## src/rtl/halfpel_diag_interp.sv

```systemverilog
module halfpel_diag_interp #(
  parameter int PIX_W = 8,
  parameter int WIN   = 9,
  parameter int TILE  = 4,
  parameter int MID_W = 16,
  parameter int ACC_W = 32,
  parameter int SHIFT = 10
) (
  input  logic                  clk,
  input  logic                  rst_n,
  input  logic                  in_valid,
  output logic                  in_ready,
  input  logic [WIN*PIX_W-1:0]  in_row,
  output logic                  out_valid,
  input  logic                  out_ready,
  output logic [TILE*PIX_W-1:0] out_row,
  output logic                  out_last
);
  localparam int TAPS  = WIN - TILE + 1;
  localparam int ROW_W = $clog2(WIN + 1);
  localparam int OUT_W = (TILE > 1) ? $clog2(TILE) : 1;

  function automatic logic signed [MID_W-1:0] hfilt(
    input logic signed [MID_W-1:0] a, b, c, d, e, f);
    return (a + f) + (c + d) * $signed(MID_W'(20)) - (b + e) * $signed(MID_W'(5));
  endfunction

  function automatic logic signed [ACC_W-1:0] vfilt(
    input logic signed [ACC_W-1:0] a, b, c, d, e, f);
    return (a + f) + (c + d) * $signed(ACC_W'(20)) - (b + e) * $signed(ACC_W'(5));
  endfunction

  logic signed [MID_W-1:0] mid [WIN][TILE];
  logic signed [MID_W-1:0] hres [TILE];
  logic [ROW_W-1:0] rows_in;
  logic [OUT_W-1:0] row_out;

  wire in_fire  = in_valid && in_ready;
  wire out_fire = out_valid && out_ready;

  assign out_valid = rows_in >= ROW_W'(TAPS) + ROW_W'(row_out);
  assign out_last  = out_valid && (row_out == OUT_W'(TILE - 1));
  assign in_ready  = (rows_in < ROW_W'(WIN)) && !(out_valid && !out_ready);

  for (genvar k = 0; k < TILE; k++) begin : g_h
    logic signed [MID_W-1:0] p [TAPS];
    for (genvar j = 0; j < TAPS; j++) begin : g_tap
      assign p[j] = $signed({{(MID_W-PIX_W){1'b0}}, in_row[(k+j)*PIX_W +: PIX_W]});
    end
    assign hres[k] = hfilt(p[0], p[1], p[2], p[3], p[4], p[5]);
  end

  for (genvar k = 0; k < TILE; k++) begin : g_v
    logic signed [ACC_W-1:0] t [TAPS];
    logic signed [ACC_W-1:0] vsum, rnd, shr;
    for (genvar j = 0; j < TAPS; j++) begin : g_tap
      logic signed [MID_W-1:0] m;
      assign m    = mid[ROW_W'(row_out) + ROW_W'(j)][k];
      assign t[j] = {{(ACC_W-MID_W){m[MID_W-1]}}, m};
    end
    assign vsum = vfilt(t[0], t[1], t[2], t[3], t[4], t[5]);
    assign rnd  = vsum + $signed(ACC_W'(1) << (SHIFT - 1));
    assign shr  = rnd >>> SHIFT;
    always_comb begin
      if (shr < 0)
        out_row[k*PIX_W +: PIX_W] = '0;
      else if (shr > $signed({{(ACC_W-PIX_W){1'b0}}, {PIX_W{1'b1}}}))
        out_row[k*PIX_W +: PIX_W] = '1;
      else
        out_row[k*PIX_W +: PIX_W] = shr[PIX_W-1:0];
    end
  end

  always_ff @(posedge clk) begin
    if (in_fire)
      for (int k = 0; k < TILE; k++) mid[rows_in][k] <= hres[k];
  end

  always_ff @(posedge clk) begin
    if (!rst_n) begin
      rows_in <= '0;
      row_out <= '0;
    end else begin
      if (in_fire) rows_in <= rows_in + 1'b1;
      if (out_fire) begin
        if (out_last) begin
          rows_in <= '0;
          row_out <= '0;
        end else begin
          row_out <= row_out + 1'b1;
        end
      end
    end
  end
endmodule


```

## config.mk

```make
export PLATFORM = sky130hd
export DESIGN_NAME = halfpel_diag_interp
export DESIGN_NICKNAME = d
export VERILOG_FILES = /design/src/rtl/halfpel_diag_interp.sv
export SDC_FILE = /design/constraint.sdc
export NUM_CORES = 2
export LEC_CHECK = 0
export ABC_AREA = 0
export BUFFER_PORTS_ARGS = -buffer_cell sky130_fd_sc_hd__buf_2
export CORE_UTILIZATION = 65
export CTS_CLUSTER_DIAMETER = 200
export CTS_CLUSTER_SIZE = 16
export DETAILED_ROUTE_END_ITERATION = 10
export HOLD_SLACK_MARGIN = 0.15
export PLACE_DENSITY = 0.82
export SYNTH_ARGS = -nofsm -noshare
export SYNTH_HDL_FRONTEND = slang
export SYNTH_SLANG_ARGS = --single-unit
```

## constraint.sdc

```tcl
create_clock -name clk -period 20.1 [get_ports clk]
set_clock_uncertainty 0.15 [all_clocks]
set_input_delay 6.03 -clock clk [delete_from_list [all_inputs] [get_ports clk]]
set_output_delay 6.03 -clock clk [all_outputs]
set_load 0.03 [all_outputs]
```

### Yosys cells after proc, flatten, opt, wreduce, memory -nomap -nowiden

Memory sizes are Yosys's and may differ from the RTL's. A register that Yosys moved wholly into a read port is not among the register bits.
Index checks and enable logic that the tools add are counted.

| word-level totals | value |
|---|---|
| memories kept | 1 |
| RAM bits | 576 |
| memory bits (read-only) | 0 |
| bits in latches | 0 |
| bits in registers | 6 |
| logic and storage cells | 105 |

| cells by class | value |
|---|---|
| add/sub/neg operators | 52 |
| equality and inequality tests | 1 |
| reduce and logical (&&, ||, !) cells | 7 |
| multiply operators | 16 |
| order comparisons | 10 |
| bitwise logic cells | 0 |
| shifts and indexed selects | 0 |
| multiplexer cells | 16 |
| divide/modulo/power cells | 0 |

Memory list:

| memory | depth | width | rd ports | clocked after memory_dff | write ports | RTL line | source |
|---|---|---|---|---|---|---|---|
| mid | 9 | 64 | 6 | 1 | 1 | 33 | `logic signed [MID_W-1:0] mid [WIN][TILE];` |

Operators by type and width:

| cell | count |
|---|---|
| $add A16 B16 Y17 | 12 |
| $mul A17 B4 Y21 const B | 8 |
| $add A8 B8 Y9 | 12 |
| $add A25 B11 Y26 const B | 4 |
| $sub A24 B21 Y25 | 4 |
| $add A17 B23 Y24 | 4 |
| $mul A9 B3 Y12 const B | 8 |
| $gt A16 B9 Y1 const B | 4 |
| $lt A16 B1 Y1 const B | 4 |
| $mux W8 | 8 |
| $sub A15 B12 Y16 | 4 |
| $add A9 B14 Y15 | 4 |
| $mux W4 | 5 |
| $add A2 B3 Y4 const B | 2 |
| $add A2 B2 Y3 const B | 2 |
| $logic_and A1 B1 Y1 | 5 |
| $add A3 B2 Y4 const A | 1 |
| $add A4 B1 Y4 const B | 1 |
| $ge A4 B4 Y1 | 1 |
| $lt A4 B4 Y1 const B | 1 |
| $add A2 B1 Y3 const B | 1 |
| $add A2 B1 Y2 const B | 1 |
| $eq A2 B2 Y1 const B | 1 |
| $logic_not A1 Y1 | 2 |
| other kinds (2) | 3 |

### Depth between registers and ports, before layout

An unclocked memory read counts as a cell.

| depth | value |
|---|---|
| word-level depth | 10 |
| mapped depth | 50 |

### Worst setup path after synthesis

No wires, ideal clock.

| timing path | value |
|---|---|
| path type | flip-flop to output port |
| from | register row_out[0] |
| to | output port out_row[0] |
| cell stages (with the launch flop) | 47 |
| data arrival time | 10.506 ns |
| required time | 13.920 ns |
| setup slack | 3.414 ns |
| path buffers | 6 |
| path through | dfxtp_1 > clkbuf_1 > clkbuf_1 > buf_1 > clkbuf_1 > inv_1 > ha_1 > clkbuf_1 > clkbuf_1 > mux2_2 > ha_1 > fa_1 > a21o_1 > a21oi_1 > o21bai_1 > a21o_1 > a21oi_1 > o21ai_1 > (+11 left out) > nor2_1 > xnor2_1 > ha_1 > fa_1 > inv_1 > fa_1 > fa_1 > inv_1 > ha_1 > a21oi_1 > nor2b_1 > o21ai_0 > or2b_1 > o41a_1 > a21o_1 > a21oi_2 > xnor2_1 > a21oi_1 |

| on the way | value |
|---|---|
| word-level cells in the longest chain between the ends | 10 |
| elaborated cells between the ends (all ways) | 18 |
| classes of those cells | add/sub (11); mul (2); order compare (2); mux (2); memory (1) |

Ends and longest elaborated chain:

| element | RTL line | source |
|---|---|---|
| start: declaration | 36 | `logic [OUT_W-1:0] row_out;` |
| start signal: assignment | 90 | `row_out <= row_out + 1'b1;` |
| $add A2 B2 Y3 | 58 | `assign m = mid[ROW_W'(row_out) + ROW_W'(j)][k];` |
| $mem_v2 Z9 W64 (*) | n/a |  |
| $add A16 B16 Y17 | 30 | `return (a + f) + (c + d) * $signed(ACC_W'(20)) - (b + e) * $signed(ACC_W'(5));` |
| $mul A17 B4 Y21 | 30 |  |
| $add A17 B23 Y24 | 30 |  |
| $sub A24 B21 Y25 (*) | 30 |  |
| $add A25 B11 Y26 (*) | 62 | `assign rnd = vsum + $signed(ACC_W'(1) << (SHIFT - 1));` |
| $gt A16 B9 Y1 | 67 | `else if (shr > $signed({{(ACC_W-PIX_W){1'b0}}, {PIX_W{1'b1}}}))` |
| $mux W8 | 67 |  |
| $mux W8 (*) | 65 | `if (shr < 0)` |
| end: declaration | 16 | `output logic [TILE*PIX_W-1:0] out_row,` |

Every way passes the cells marked *; elsewhere a longest branch is shown, timed or not.

### Final worst setup path

| timing path | value |
|---|---|
| from | register row_out[0] |
| to | output port out_row[28] |

Same word-level chain as after synthesis.

==> out/summary.md <==
Ranked by total cell area, the synthesized netlist is headed by sky130_fd_sc_hd__edfxtp_1, sky130_fd_sc_hd__ha_1, sky130_fd_sc_hd__mux4_2, sky130_fd_sc_hd__fa_1, sky130_fd_sc_hd__inv_1. The cell family contributing the most delay on the critical path is adder cells. The setup check on the worst reg-to-reg path leaves a slack of 14.44 ns. The logs give 0 for the reported max-cap violation count and 6 for the number of optimization iterations in the first detailed-route pass. Dividing the detail-routed wire length by the instance count gives 23.6 um.

In this run, synthesis inferred 576 flip-flops with an integrated enable. The die is 308 um wide. STA classifies the critical path endpoint as an output port. The total standard cell area after synthesis was 0.0609 sq mm; the final critical delay including setup and external delays was 18.14 ns.

The tightest slew margin relative to the limit is 20.5%, and the global-route usage over all layers is 31.5%. From bottom edge to top edge, the die measures 308 um. The count of buffers inserted at the top-level ports was 110. Total CTS buffers: 42. Summed over all instances, the cell type with the most area after synthesis is sky130_fd_sc_hd__edfxtp_1. Floorplan die area: 0.0949 sq mm. Synthesis produced a netlist with a net count of 6,158. In the final timing run, aggregate negative setup slack is 0 ns. For this configuration, the core starts out at a cell density of 66.1%. In this design, the stage delay of the slowest critical-path cell is 0.89 ns.

After synthesis, the share of flip-flops with an asynchronous set or reset is 0%. In the synthesized netlist the dominant register cell turns out to be sky130_fd_sc_hd__edfxtp_1. The run gives 6,218 as the number of nets at the end of the flow.

CTS placed an instance of sky130_fd_sc_hd__clkbuf_16 at the clock tree root. The logs give 0 for the count of endpoints failing setup in the final report and 125 for the largest net degree at the start of global routing. The clock net in this run drives a total of 584 sinks. At the pin with the least slew margin, the transition time is 1.18 ns. After floorplanning, the core was sized to cover 0.0922 sq mm. The number of antenna violations at the first check in global routing was 3; the fmax was 0.0551 GHz. After synthesis, the mean cell area works out to 12.4 sq um.

Relative to the synthesized area, the layout overhead comes to 5.21%. For the worst setup path, the data arrival time is 11.96 ns. The logs give 0 for the number of setup buffers added after CTS and 40,600 for the number of vias in the routed layout. The number of global-route vias before repair is 41,600. The clock reaches the later pin of the worst-skew pair after 0.61 ns.

After global routing the overflow that remains totals 0. The tools report the placement row count as 111. Routability-driven placement finished with a final weighted congestion of 0.946.

Gates resized during post-CTS repair numbered 0. The kind of critical path was reg -> out. For the first-iteration detailed-routing DRC count, the log shows 3,638.

Setup repair after global routing left no endpoint under its margin. The critical path launch point type is a register. The synthesized netlist contains 86 unique library cells. Summing all placed instances gives a cell area of 0.0629 sq mm. Synthesized instance count: 4,897. In this run the biggest area consumer among cell types represents 28.4% of the synthesized area.

Hold timing on the final database bottoms out at a slack of 0.413 ns. STA puts the critical path data required time at 13.92 ns. The total wirelength of the detailed-routed design is 147,000 um, and the count of antenna-violating nets left after detailed routing is 0. The run gives 0 as the final number of max-transition violations. The post-route netlist has 17.8% of its cells at a drive strength greater than 1. Using the TritonRoute via totals, the vias-per-cell ratio works out to 6.53. The slowest stage of the critical path belongs to the cell sky130_fd_sc_hd__dfxtp_4. In this run, synthesis produced a sequential element count of 584. The buffer and inverter count on the worst path was 6; the final clock period utilization by the worst path was 90.2%.

In this run the worst path has a maximum fanout of 48. The total of hold buffers inserted after clock tree synthesis came out at 0. For this run, the number of Yosys warnings is 0. For the number of hold violations in the final report, the log shows 0. The HPWL after detailed placement is 110,000 um. TritonCTS built the clock tree. The global-route wire length before repair was 231,000 um; the DRC violations left was 0. For the largest buffer count on any clock path, the log shows 3. The type of the tightest min-delay check is reg -> reg.

The run finished with clean final reports. The clock tree synthesis step divided the H-tree into 2 levels. Clock-pin slew was measured on the worst setup and hold paths at 0.07 ns. With fillers left out, the area of the finished cells amounts to 0.0641 sq mm.

For this run, the register share of the synthesized area comes to 28.7%. The number of ports placed on the die boundary is 111.
==> cell usage in the layout (no fill, tap or decap), drive strengths merged, types with 20 or more instances in the layout <==
cell / synthesis / layout
ha: 824 / 824
inv: 797 / 798
edfxtp: 576 / 576
mux4: 447 / 447
fa: 361 / 361
a21oi: 273 / 273
xnor2: 239 / 239
mux2: 190 / 190
nor2: 148 / 148
buf: 53 / 142
o21ai: 98 / 98
a21o: 95 / 95
nand2: 91 / 91
o21bai: 89 / 89
xor2: 89 / 89
clkbuf: 73 / 62
nor3: 49 / 49
nand3: 43 / 43
nor2b: 42 / 42
nand2b: 27 / 27
o21a: 26 / 26
and3: 20 / 20
==> worst register-to-register path, stage by stage (launching register included) <==
cell and delay (ns):
sky130_fd_sc_hd__dfxtp_4 0.89, sky130_fd_sc_hd__buf_4 0.75, sky130_fd_sc_hd__ha_1 0.37, sky130_fd_sc_hd__nand2b_1 0.14
sky130_fd_sc_hd__a21o_1 0.18, sky130_fd_sc_hd__a21o_1 0.17, sky130_fd_sc_hd__a21o_1 0.27, sky130_fd_sc_hd__a22oi_1 0.26
sky130_fd_sc_hd__nand2_1 0.20, sky130_fd_sc_hd__nor3_1 0.42, sky130_fd_sc_hd__and2_4 0.67, sky130_fd_sc_hd__buf_4 0.75
==> worst paths after layout <==
path                                 from                    end  cells past startpoint
setup / recovery  row_out[0]$_SDFFE_PN0P_            out_row[28]                     38
hold / removal      rows_in[1]$_SDFF_PN0_  rows_in[1]$_SDFF_PN0_                      2
setup reg to reg  row_out[0]$_SDFFE_PN0P_   mid[0][55]$_DFFE_PP_                     11
hold reg to reg     rows_in[1]$_SDFF_PN0_  rows_in[1]$_SDFF_PN0_                      2
==> synth_stat cells (5+ instances only) <==
library cell	number
sky130_fd_sc_hd__o211ai_1	6
sky130_fd_sc_hd__o41ai_2	6
sky130_fd_sc_hd__o31ai_1	9
sky130_fd_sc_hd__and2_1	11
sky130_fd_sc_hd__nor3_1	49
sky130_fd_sc_hd__fa_1	361
sky130_fd_sc_hd__nor2_1	148
sky130_fd_sc_hd__and3_1	20
sky130_fd_sc_hd__a31oi_1	15
sky130_fd_sc_hd__a21o_1	94
sky130_fd_sc_hd__nand2_1	91
sky130_fd_sc_hd__nor3b_1	5
sky130_fd_sc_hd__xor2_1	89
sky130_fd_sc_hd__o21ai_1	21
sky130_fd_sc_hd__inv_1	797
sky130_fd_sc_hd__nand3_1	43
sky130_fd_sc_hd__mux2_2	190
sky130_fd_sc_hd__buf_1	50
sky130_fd_sc_hd__nand2b_1	27
sky130_fd_sc_hd__a211o_1	8
sky130_fd_sc_hd__o21bai_1	89
sky130_fd_sc_hd__o31a_1	14
sky130_fd_sc_hd__nor2b_1	42
sky130_fd_sc_hd__o21ai_0	76
sky130_fd_sc_hd__ha_1	824
sky130_fd_sc_hd__a211oi_1	11
sky130_fd_sc_hd__nand4_1	16
sky130_fd_sc_hd__clkbuf_1	73
sky130_fd_sc_hd__a21boi_0	11
sky130_fd_sc_hd__mux2i_1	12
sky130_fd_sc_hd__o2111ai_1	7
sky130_fd_sc_hd__or3_1	12
sky130_fd_sc_hd__or2_2	17
sky130_fd_sc_hd__o21a_1	26
sky130_fd_sc_hd__a21oi_1	270
sky130_fd_sc_hd__xnor2_1	239
sky130_fd_sc_hd__dfxtp_1	8
sky130_fd_sc_hd__edfxtp_1	576
sky130_fd_sc_hd__mux4_2	447
==> stage by stage <==
| stage | utilization, % | worst slack, ns | std cells |
|---|---|---|---|
| detailed placement | 68.2 | 2.70 | 6156 |
| finish | 69.5 | 1.96 | 6222 |
| global route | 69.5 | 1.20 | 6221 |
| CTS | 69.5 | 1.98 | 6221 |
| floorplan | - | 3.41 | 4897 |
| global placement | 68.2 | 2.93 | 6156 |
==> flip-flops by register name (all words and copies together) (netlist names), named ones only <==
signal   cells
mid        576
row_out      2
rows_in      4
==> logic make-up (layout without fill, tap and decap cells) <==
group           count (synthesis)  count (layout)  synth area share (%)
fa+ha+maj                    1185            1185                  28.8
buf+inv                       923            1004                  5.69
compound gates                728             728                  7.85
mux                           649             649                  20.2
flops                         584             584                  28.7
simple gates                  500             500                  4.05
xor+xnor                      328             328                  4.72
other cells                     0               1                     0
==> metal layers <==
metal	routed length, um	up-vias	GRT usage [%]
li1	-	18100	-
met2	69300	2031	51.8
met4	4120	4	8.87
met1	58600	20200	43.0
met5	34	-	0
met3	14600	315	5.81
==> layout make-up <==
class	count	area, sq um
fill	6322	28100
timing repair buffer	142	828
clock inverter	3	41.3
sequential	584	17500
inverter	797	2990
tap	1243	1560
antenna	1	2.50
multi-input combinational	3390	40000
clock buffer	62	1150
Power is not shown: default switching activity piles up to over one toggle a cycle in this logic, so the estimate is an artifact.
